===== src/rtl/spd_crc16_eng.sv =====
// Module: spd_crc16_eng
// Byte-serial CRC register, MSB first, non-reflected, no final XOR.
// Assumes en_i and clear_i are never needed in the same cycle (clear wins).
module spd_crc16_eng #(
    parameter int             W    = 16,
    parameter logic [W-1:0]   POLY = 16'h1021,
    parameter logic [W-1:0]   INIT = '0
) (
    input  logic         clk,
    input  logic         rst_n,
    input  logic         clear_i,
    input  logic         en_i,
    input  logic [7:0]   data_i,
    output logic [W-1:0] crc_o
);
    logic [W-1:0] crc_q;

    // Fold one byte into the CRC, feeding data bits from bit 7 down.
    function automatic logic [W-1:0] fold_byte(input logic [W-1:0] c, input logic [7:0] d);
        logic [W-1:0] r;
        logic         fb;
        r = c;
        for (int i = 7; i >= 0; i--) begin
            fb = r[W-1] ^ d[i];
            r  = {r[W-2:0], 1'b0};
            if (fb) r = r ^ POLY;
        end
        return r;
    endfunction

    // CRC state: initial value on reset/clear, fold on enable.
    always_ff @(posedge clk) begin
        if (!rst_n || clear_i) crc_q <= INIT;
        else if (en_i)         crc_q <= fold_byte(crc_q, data_i);
    end

    assign crc_o = crc_q;

    AST_CRC_IDLE_STABLE: assert property (@(posedge clk) disable iff (!rst_n)
        (!clear_i && !en_i) |=> $stable(crc_o));
endmodule


===== config.mk =====
export PLATFORM = sky130hd
export DESIGN_NAME = spd_crc16_eng
export DESIGN_NICKNAME = d
export VERILOG_FILES = /design/src/rtl/spd_crc16_eng.sv
export SDC_FILE = /design/constraint.sdc
export NUM_CORES = 1
export LEC_CHECK = 0
export BUFFER_PORTS_ARGS = -buffer_cell sky130_fd_sc_hd__buf_2
export CAP_MARGIN = 20
export CORE_MARGIN = 2
export CORE_UTILIZATION = 45
export CTS_BUF_LIST = sky130_fd_sc_hd__clkbuf_8
export DETAILED_ROUTE_END_ITERATION = 10
export GPL_TIMING_DRIVEN = 0
export PLACE_DENSITY = 0.74
export SETUP_SLACK_MARGIN = 0.15
export SYNTH_ARGS = -nofsm -noshare
export SYNTH_HDL_FRONTEND = slang
export SYNTH_SLANG_ARGS = --single-unit
export TNS_END_PERCENT = 5

===== constraint.sdc =====
create_clock -name clk -period 1.5 [get_ports clk]
set_clock_uncertainty 0.2 [all_clocks]
set_input_delay 0.15 -clock clk [delete_from_list [all_inputs] [get_ports clk]]
set_output_delay 0.15 -clock clk [all_outputs]
set_load 0.1 [all_outputs]

Word-level counts from Yosys, hierarchy flattened
Cells that the tools add are included.
{"block": "op_classes", "bitwise": 16, "reduce_logical": 2, "n_mux": 22}
{"op": "2-to-1 mux 16 bit", "n": 14}
{"op": "2-to-1 mux 13 bit", "n": 8}
{"op": "NOT 3 bit", "n": 8}
{"op": "XOR 1 bit", "n": 8}
{"op": "zero test 1 bit", "n": 1}
{"op": "logical OR 1 bit", "n": 1}
{"block": "word_totals", "output_inout_bits": 16, "ff_bits": 16, "wordCells": 41}

Logic depth before layout (Yosys ltp)
Gate-level depths: netlist of the first run.
{"block": "logic_depth", "depth_word": 30, "ltp_mapped": 4}

Least setup slack after synthesis of the first run
Ideal clock, no wire load.
{"block": "synth_timing", "path_kind": "flip-flop to flip-flop", "from": "register crc_q[13] (netlist: crc_o[13])", "to": "register crc_q[5] (netlist: crc_o[5])", "arrival_time_ns": 1.915, "path_slack_ns": -0.701, "path_stages_with_launch": 4, "n_path_buf": 0, "t_required_ns": 1.214, "setup_ns": 0.086, "cell_sequence": "dfxtp_1 -> xnor2_2 -> xor3_1 -> a211oi_1"}
{"block": "synth_via", "elab_chain_len": 22}
{"item": "from (decl)", "line_no": "16", "source": "logic [W-1:0] crc_q;"}
{"item": "from (signal assigned)", "line_no": "34", "source": "else if (en_i) crc_q <= fold_byte(crc_q, data_i);"}
{"item": "2-to-1 mux 16 bit *", "line_no": "34"}
{"item": "2-to-1 mux 16 bit *", "line_no": "33", "source": "if (!rst_n || clear_i) crc_q <= INIT;"}
{"item": "2-to-1 mux 16 bit *", "line_no": "34"}
{"item": "2-to-1 mux 16 bit *", "line_no": "33"}
{"item": "XOR 1 bit *", "line_no": "24", "source": "fb = r[W-1] ^ d[i];"}
{"item": "2-to-1 mux 13 bit *", "line_no": "26", "source": "if (fb) r = r ^ POLY;"}
{"item": "2-to-1 mux 16 bit *", "line_no": "34"}
{"item": "2-to-1 mux 16 bit *", "line_no": "33"}
{"item": "[6 not listed]"}
{"item": "2-to-1 mux 13 bit *", "line_no": "26"}
{"item": "2-to-1 mux 16 bit *", "line_no": "34"}
{"item": "2-to-1 mux 16 bit *", "line_no": "33"}
{"item": "2-to-1 mux 13 bit *", "line_no": "26"}
{"item": "2-to-1 mux 16 bit *", "line_no": "34"}
{"item": "2-to-1 mux 16 bit *", "line_no": "33"}
{"item": "NOT 3 bit (no source line)"}
{"item": "2-to-1 mux 13 bit *", "line_no": "26"}
Every way passes the cells marked *; elsewhere a longest branch is shown, timed or not. The select of a mux whose other input is x is not followed.
A chain may end at the register's enable or synchronous reset.

Final worst setup path of the first run
{"block": "layout_timing", "from": "register crc_q[8] (netlist: crc_o[8])", "to": "register crc_q[5] (netlist: crc_o[5])"}
{"block": "layout_via", "elab_chain_len": 21}
{"item": "2-to-1 mux 13 bit *", "line_no": "26"}
{"item": "2-to-1 mux 16 bit *", "line_no": "34"}
{"item": "2-to-1 mux 16 bit *", "line_no": "33"}
{"item": "2-to-1 mux 13 bit *", "line_no": "26"}
{"item": "2-to-1 mux 16 bit *", "line_no": "34"}
{"item": "2-to-1 mux 16 bit *", "line_no": "33"}
{"item": "2-to-1 mux 13 bit *", "line_no": "26"}
{"item": "2-to-1 mux 16 bit *", "line_no": "34"}
{"item": "[5 not listed]"}
{"item": "2-to-1 mux 16 bit *", "line_no": "34"}
{"item": "2-to-1 mux 16 bit *", "line_no": "33"}
{"item": "2-to-1 mux 16 bit *", "line_no": "34"}
{"item": "2-to-1 mux 16 bit *", "line_no": "33"}
{"item": "2-to-1 mux 16 bit *", "line_no": "34"}
{"item": "2-to-1 mux 16 bit *", "line_no": "33"}
{"item": "XOR 1 bit *", "line_no": "24"}
{"item": "2-to-1 mux 13 bit *", "line_no": "26"}
Marks and branches as above.

==> results of run 1 <==
[power breakdown]
group	leakage (uW)	internal, uW	switching [uW]
Clock	0.0000231	182	158
Combinational	0.000431	262	318
Sequential	0.000140	450	37.9
Total	0.000594	894	514
[worst paths after layout]
kind / startpoint / cells past startpoint / slack, ns / to
worst min register to register: crc_o[5] / 2 / 0.30 / crc_o[5]
worst max register to register: crc_o[8] / 3 / 0.03 / crc_o[5]
worst min-delay path: en_i / 3 / 0.04 / crc_o[8]
worst max-delay path: crc_o[8] / 3 / 0.03 / crc_o[5]
[cells in the final DEF (no fill, tap or decap), drive strengths merged]
cell type  count
dfxtp         16
nor2          11
xnor3          7
clkinv         1
a211oi         8
nand2b         5
mux2i          3
xor3           5
xor2           1
nand3b         1
clkbuf        17
xnor2         12
o22ai          5
or2b           1
buf           17
[cell usage after synthesis]
| cell | n |
|---|---|
| or2b_1 | 1 |
| xnor2_2 | 3 |
| clkbuf_1 | 3 |
| dfxtp_1 | 16 |
| nor2_1 | 11 |
| mux2i_1 | 3 |
| a211oi_1 | 7 |
| xnor2_1 | 9 |
| xor2_1 | 1 |
| o22ai_1 | 5 |
| xor3_1 | 5 |
| a211oi_2 | 1 |
| nand3b_1 | 1 |
| xnor3_1 | 7 |
| nand2b_1 | 5 |
| buf_1 | 1 |
[worst max-delay path, cell delays in order (launching register included)]
cell,delay [ns]
dfxtp_4,0.37
xnor2_4,0.18
xor3_1,0.44
a211oi_1,0.20
[per-stage QoR]
stage	util (%)	setup slack, ns	power, uW
5_1_grt	69.6	-0.0336	1480
2_1_floorplan	-	-0.100	964
6_report	69.6	0.0309	1410
4_1_cts	66.3	0.0219	1400
3_3_place_gp	63.4	0.0306	1040
3_5_place_dp	63.4	0.00556	1050
[layout make-up]
class	instances	area (um2)	share of cell area [%]
Sequential cell	16	360	26.1
Multi-Input combinational cell	59	751	54.4
Clock buffer	3	41.3	2.99
Timing Repair Buffer	27	174	12.6
Tap cell	27	33.8	2.45
Buffer	4	15.0	1.09
Clock inverter	1	3.75	0.272
[kinds of logic (layout without fill, tap and decap cells)]
group | after synthesis | in the layout | synth area share (%)
multiplexers | 3 | 3 | 3.12
flip-flops | 16 | 16 | 33.3
buffers and inverters | 4 | 35 | 1.56
AO/OA/AOI/OAI | 13 | 13 | 10.0
XOR/XNOR | 25 | 25 | 42.9
AND/OR/NAND/NOR | 18 | 18 | 9.10
[repair_timing]
action                     in CTS  in global routing
pin swaps                       1                  5
gates resized for setup         1                 21
setup endpoints to repair      24                 29
[routing by layer]
metal | GRT usage [%] | up-vias | part of all wire, %
met3 | 6.25 | 4 | 5.4
met4 | 6.94 | 0 | 1.5
met2 | 27.4 | 19 | 50
met1 | 20.4 | 314 | 43
li1 | - | 340 | -
met5 | 0 | - | 0
==> impl_metrics.yaml, run 1 <==
timing:
  drv_slew: 0
  worstMarginPinSlew_ns: 0.534
  min_period_ns: 1.47
  finalCritPeriodShare_pct: 97.9
  final-setup-viol-count: 0
  whs_ns: 0.0353
  rsz0062_at_grt: "yes"
  hold_viol: 0
  slew_headroom_pct: 64.4
  fmax_ghz: 0.681
  finalSetupTns_ns: 0
logic_synthesis:
  syn_nets: 91
  postSynthAreaPerCell_um2: 12.2
  synth_top_area_share_pct: 33.3
  syn-cell-area_um2: 962
  seq_area_frac_synth_pct: 33.3
  synth_cells: 79
  ys_top_cells_by_area: "dfxtp_1 33%, xnor3_1 16%, xor3_1 12%, xnor2_1 8.2%, a211oi_1 5.5%"
  synthDistinctLibCells: 16
  ys_warn_count: 0
  yosys_register_bits: 16
  yosys.area.top_type: "dfxtp_1"
clocking:
  cts_inserted_buffers: 3
  post_cts_buffers: 0
  clk_pin_slew_worst_paths_ns: 0.07
  clk_latency_ns: 0.25
  root_buffer: "clkbuf_8"
  cts_sinks: 16
  htree_levels: 1
  clk_path_buf_depth: 2
  cts_tree: "built"
  cts_hold_buf: 0
cells_and_area:
  fillers: 144
  drive_gt1_share_pct: 50.9
  antenna_cells: 0
  largest_reg_flops: 16
  final_nets: 123
  area.growth.synth_to_final_pct: 43.3
  fin_cells: 137
  final_area_um2: 1380
routing:
  drtIter0Drc: 7
  drt_first_pass_iters: 4
  route.detailed.drc: 0
  routedWlPerCell_um: 13.4
  routed_wl_um: 1830
  ant_nets: 0
  num_vias: 677
  vias_per_cell: 4.94
global_route:
  track_usage_pct: 17.0
  grt_pass1_wl_um: 3040
  grt_overflow: 0
  grt_pass1_vias: 670
  antenna_found_initial: 0
  grt_max_degree: 11
floorplanning:
  dieArea_um2: 2520
  core_area_um2: 1980
  fp.dieW_um: 50.2
  num_rows: 16
  fp.dieH_um: 50.2
  start_util_pct: 48.5
  io_pins: 28
worst_setup_path:
  setup.worst_path.end_class: "flop"
  crit_fanout: 3
  cp-start-kind: "flop"
  path_class: "flop to flop"
  cp.arrival_ns: 1.43
  required_ns: 1.47
hold_path:
  hold_path.class: "primary input to flop"
placed_design:
  dpl.cell_count: 133
  port_buffers: 27
  dpl_cell_area_um2: 1260
  dpl.hpwl_um: 1370
  place_congestion: 0.738
pwr:
  leakagePower_uw: 0.000594
  peakVddDrop_uv: 762
  p_per_area_nw_per_um2: 1020
job:
  max_cap_violations: 0
status:
  status: "finished clean"
Note: power is estimated with default switching activity, not from simulation.
==> inputs of run 2 (changes only) <==
Settings changed: ABC_AREA from default to 1, CORE_ASPECT_RATIO from default to 0.6, PLACE_DENSITY 0.74 to 0.73.
==> run 2 against run 1 <==
  * Utilization shrank 8.7 points
  * Routed wire length up 43%
  * Global-route usage rose by 4.0 points
  * Highest routed layer unchanged
  * Cell count up 71%
  * Largest power group is now sequential cells
  * Non-clock buffer count unchanged
==> impl_metrics.yaml, run 2 <==
logic_synthesis:
  postSynthAreaPerCell_um2: 6.11
  yosys.area.top_type: "dfxtp_1"
  synth_common_cells: "60 x nand2_1, 31 x inv_1, 16 x dfxtp_1, 16 x nand3_1, 14 x a21oi_1"
  yosys_register_bits: 16
  yosysMostFrequentCell: "nand2_1"
  syn-cell-area_um2: 1060
  ys.flop_type: "dfxtp_1"
  seq_area_frac_synth_pct: 30.3
  ys_warn_count: 0
  synth-edff-count: 0
  syn_nets: 185
  synth_top_area_share_pct: 30.3
  synth_cells: 173
  ys_top_cells_by_area: "dfxtp_1 30%, nand2_1 21%, inv_1 11%, nand3_1 7.6%, a21oi_1 6.6%"
  synthDistinctLibCells: 19
  async_reset_ff_share_pct: 0
routing:
  num_vias: 1149
  drtIter0Drc: 71
  ant_nets: 0
  routedWlPerCell_um: 11.2
  drt_first_pass_iters: 4
  routed_wl_um: 2620
  vias_per_cell: 4.91
  route.detailed.drc: 0
pwr:
  power.total_uw: 1240
  p_per_area_nw_per_um2: 927
  peakVddDrop_uv: 555
  leakagePower_uw: 0.000755
hold_path:
  hold_path.class: "primary input to flop"
  hold_depth: 3
  min_from: "en_i"
  min_to: "crc_o[9]"
timing:
  rsz0062_at_grt: "yes"
  hold_viol: 0
  final-setup-viol-count: 0
  slew_headroom_pct: 67.7
  finalCritPeriodShare_pct: 92.5
  worst_slack_ns: 0.113
  drv_slew: 0
  finalSetupTns_ns: 0
  min_period_ns: 1.39
  whs_ns: 0.0271
  fmax_ghz: 0.721
  worstMarginPinSlew_ns: 0.488
worst_setup_path:
  slowest_delay_ns: 0.42
  setup.worst_path.end_class: "output pin"
  cp-start-kind: "flop"
  path_cells: "buf_2"
  reg2reg_to: "crc_o[15]"
  timing.rr.start: "crc_o[15]"
  critPathTopFamily: "buffers and inverters"
  path_class: "flop to output pin"
  cp_slowest_cell: "buf_2"
  crit_fanout: 4
  reg2reg_depth: 9
  regToRegSetupSlack_ns: 0.19
  required_ns: 1.15
  cp.arrival_ns: 1.04
  critPathBufInv: 1
  setup.worst_path.start: "crc_o[15]"
cells_and_area:
  drive_gt1_share_pct: 34.8
  seqCellArea_um2: 363
  final_nets: 217
  layout_common_cells: "60 x nand2_1, 30 x inv_1, 24 x buf_2"
  fillers: 212
  final_core_util_pct: 60.9
  layout_commonest_cell: "nand2_1"
  multiInputGateArea_um2: 552
  area.growth.synth_to_final_pct: 26.5
  largest_reg_flops: 16
  antenna_cells: 0
floorplanning:
  io_pins: 28
  start_util_pct: 48.1
  num_rows: 13
  fp.dieW_um: 66.6
  core_area_um2: 2200
  fp.dieH_um: 41.5
  dieArea_um2: 2770
clocking:
  cts_tree: "built"
  clk_pin_slew_worst_paths_ns: 0.07
  cts_sinks: 16
  root_buffer: "clkbuf_8"
  cts_inserted_buffers: 3
  clk_path_buf_depth: 2
  clk_latency_ns: 0.25
  post_cts_buffers: 0
  htree_levels: 1
global_route:
  grt_overflow: 0
  grt_max_degree: 11
  grt_pass1_vias: 1022
  antenna_found_initial: 0
  grt_pass1_wl_um: 4510
  track_usage_pct: 21.0
status:
  status: "finished clean"
placed_design:
  pre_cts_ws_ns: 0.216
  port_buffers: 26
  dpl.hpwl_um: 2020
  place_congestion: 0.840
job:
  max_cap_violations: 0
## run 2: cell types whose count changed after synthesis, sizes merged, moves of 7 or more
cell,delta
nand2,+68
inv,+37
nand3,+20
a21oi,+15
xnor2,-11
nor2,-9
a211oi,-8
o21ai,+7
xnor3,-7
## run 2: timing repair
item	CTS	global route
hold endpoints to repair	3	0
hold buffers	1	0
setup endpoints to repair	16	24
resized for setup	1	1
## run 2: report_power, final
part	switching, uW	internal (uW)
Combinational	295	98.2
Clock	158	233
Sequential	17.9	439
## run 2: metrics by stage
stage	cells	cell area, um2
floorplan	173	1100
global placement	229	1270
detailed placement	229	1270
CTS	234	1340
global route	234	1340
finish	234	1340
## run 2: how the worst max path moves through the flow
stage / to / cells past startpoint
after floorplan: crc_o[12] / 7
after global placement: crc_o[7] / 9
after detailed placement: crc_o[15] / 9
after CTS: crc_o[13] / 1
after global routing: crc_o[15] / 1
final: crc_o[15] / 1
## run 2: layer usage
| layer | vias to the layer above | global-route usage [%] | routed length (um) |
|---|---|---|---|
| met5 | - | 0 | 0 |
| met4 | 0 | 5.31 | 32 |
| met3 | 4 | 5.96 | 191 |
| met2 | 46 | 31.8 | 1190 |
| met1 | 511 | 29.3 | 1210 |
| li1 | 588 | - | - |
## run 2: cell families after synthesis
group,synth area share (%)
DFF,30.3
buffers and inverters,17.5
and+or+nand+nor,38.3
xor gates and xnor gates,2.49
AOI/OAI and AO/OA,11.4
## run 2: worst reg2reg max path, stage by stage, from the launching register on
cell,delay [ns]
dfxtp_4,0.35
inv_2,0.07
nand2_1,0.09
nand2_2,0.12
nand3_2,0.09
nand2_2,0.11
nand2_1,0.07
nand3_1,0.06
nand2_1,0.05
inv_1,0.05
## run 2: layout make-up
cell class | count | area share, %
inverters | 37 | 10.8
flip-flops and latches | 16 | 27.1
clock buffers | 4 | 4.12
well taps | 30 | 2.81
repair buffers | 27 | 10.9
plain buffers | 4 | 3.09
multi-input cells | 116 | 41.3
==> inputs of run 3 (changes only) <==
Settings changed: PLACE_DENSITY 0.73 to 0.83.
==> run 3 against run 2 <==
  * First-iteration DRC count increased by 9.9%
  * Non-clock buffer count stayed put
  * Worst hold slack got worse by 0.0063 ns
  * Largest power group unchanged
  * Routed wire length fell by 9.5%
  * Sequential share of layout area is the same
==> impl_metrics.yaml, run 3 (synthesis gave the netlist of run 2 again) <==
timing:
  fmax_ghz: 0.720
  slew_headroom_pct: 67.9
  final-setup-viol-count: 0
  hold_viol: 0
  rsz0062_at_grt: "yes"
  worstMarginPinSlew_ns: 0.485
  drv_slew: 0
  worst_slack_ns: 0.111
  min_period_ns: 1.39
  finalCritPeriodShare_pct: 92.6
  finalSetupTns_ns: 0
cells_and_area:
  largest_reg_flops: 16
  layout_common_cells: "60 x nand2_1, 30 x inv_1, 24 x buf_2"
  antenna_cells: 0
  area.growth.synth_to_final_pct: 26.5
  final_area_um2: 1340
  final_core_util_pct: 60.9
  drive_gt1_share_pct: 34.8
  final_nets: 217
  layout_commonest_cell: "nand2_1"
clocking:
  clk_latency_ns: 0.25
  root_buffer: "clkbuf_8"
  htree_levels: 1
  cts_tree: "built"
  cts_sinks: 16
  clk_path_buf_depth: 2
  cts_inserted_buffers: 3
  clk_pin_slew_worst_paths_ns: 0.06
  post_cts_buffers: 0
floorplanning:
  dieArea_um2: 2770
  io_pins: 28
  fp.dieW_um: 66.6
  core_area_um2: 2200
  start_util_pct: 48.1
  fp.dieH_um: 41.5
  num_rows: 13
routing:
  ant_nets: 0
  routedWlPerCell_um: 10.1
  route.detailed.drc: 0
  num_vias: 1074
  routed_wl_um: 2380
  drtIter0Drc: 78
  drt_first_pass_iters: 4
  vias_per_cell: 4.59
global_route:
  grt_max_degree: 11
  grt_overflow: 0
  grt_pass1_wl_um: 4150
  antenna_found_initial: 0
  track_usage_pct: 19.9
  grt_pass1_vias: 914
placed_design:
  place_congestion: 0.803
  dpl_cell_area_um2: 1270
  dpl.hpwl_um: 1840
  pre_cts_ws_ns: 0.239
  port_buffers: 26
pwr:
  peakVddDrop_uv: 516
  seqPwrFrac_pct: 37.2
  pwr-share-clk_pct: 31.2
  intPower_uw: 770
  p_per_area_nw_per_um2: 917
  combPwrFrac_pct: 31.6
  switchingPower_uw: 456
  leakagePower_uw: 0.000755
  swShare_pct: 37.2
worst_setup_path:
  setup.worst_path.end_class: "output pin"
  critPathBufInv: 1
  critPathTopFamily: "buffers and inverters"
  path_cells: "buf_2"
  path_class: "flop to output pin"
  slowest_delay_ns: 0.42
  regToRegSetupSlack_ns: 0.23
  crit_fanout: 4
  required_ns: 1.15
  cp_slowest_cell: "buf_2"
  cp.arrival_ns: 1.04
  cp-start-kind: "flop"
hold_path:
  hold_path.class: "primary input to flop"
status:
  status: "finished clean"
job:
  max_cap_violations: 0
## run 3: cell counts in the layout (fill, tap and decap cells not counted)
No cell type changed its count.
## run 3: cell type report
| cell class | instances | area, um2 |
|---|---|---|
| clock buffer | 4 | 55.1 |
| timing repair buffer | 27 | 145 |
| fill | 219 | 858 |
| inverter | 37 | 144 |
| sequential | 16 | 363 |
| tap | 30 | 37.5 |
| buffer | 4 | 41.3 |
| multi-input combinational | 116 | 552 |
## run 3: power by group through the flow
stage | combinational, uW | clock (uW) | sequential (uW)
final | 387 | 383 | 456
after global routing | 424 | 416 | 460
after CTS | 385 | 391 | 457
after detailed placement | 381 | 0 | 466
after global placement | 378 | 0 | 466
after floorplan | 168 | 0 | 608
## run 3: metrics by stage
| stage | total power (uW) | hold WS [ns] | std cells |
|---|---|---|---|
| floorplan | 777 | 0.104 | 173 |
| global placement | 843 | 0.213 | 229 |
| detailed placement | 847 | 0.221 | 229 |
| CTS | 1230 | 0.0148 | 234 |
| global route | 1300 | 0.0495 | 234 |
| finish | 1230 | 0.0208 | 234 |
## run 3: worst paths after layout
kind,depth (start not counted),endpoint,from
max,1,crc_o[9],crc_o[9]
min reg2reg,2,crc_o[3],crc_o[3]
max reg2reg,7,crc_o[2],crc_o[10]
min,3,crc_o[9],en_i
## run 3: repair_timing
item | in CTS | in global routing
gates cloned | 0 | 0
hold endpoints to repair | 3 | 0
resized for setup | 1 | 1
setup endpoints to repair | 16 | 22
hold buffers | 1 | 0
## run 3: per-layer routing
metal / part of all wire, % / GRT usage [%] / up-vias
met5: 0 / 0 / -
met4: 1.2 / 6.12 / 0
met3: 6.8 / 4.88 / 4
met2: 38 / 26.8 / 33
met1: 54 / 30.7 / 445
li1: - / - / 592
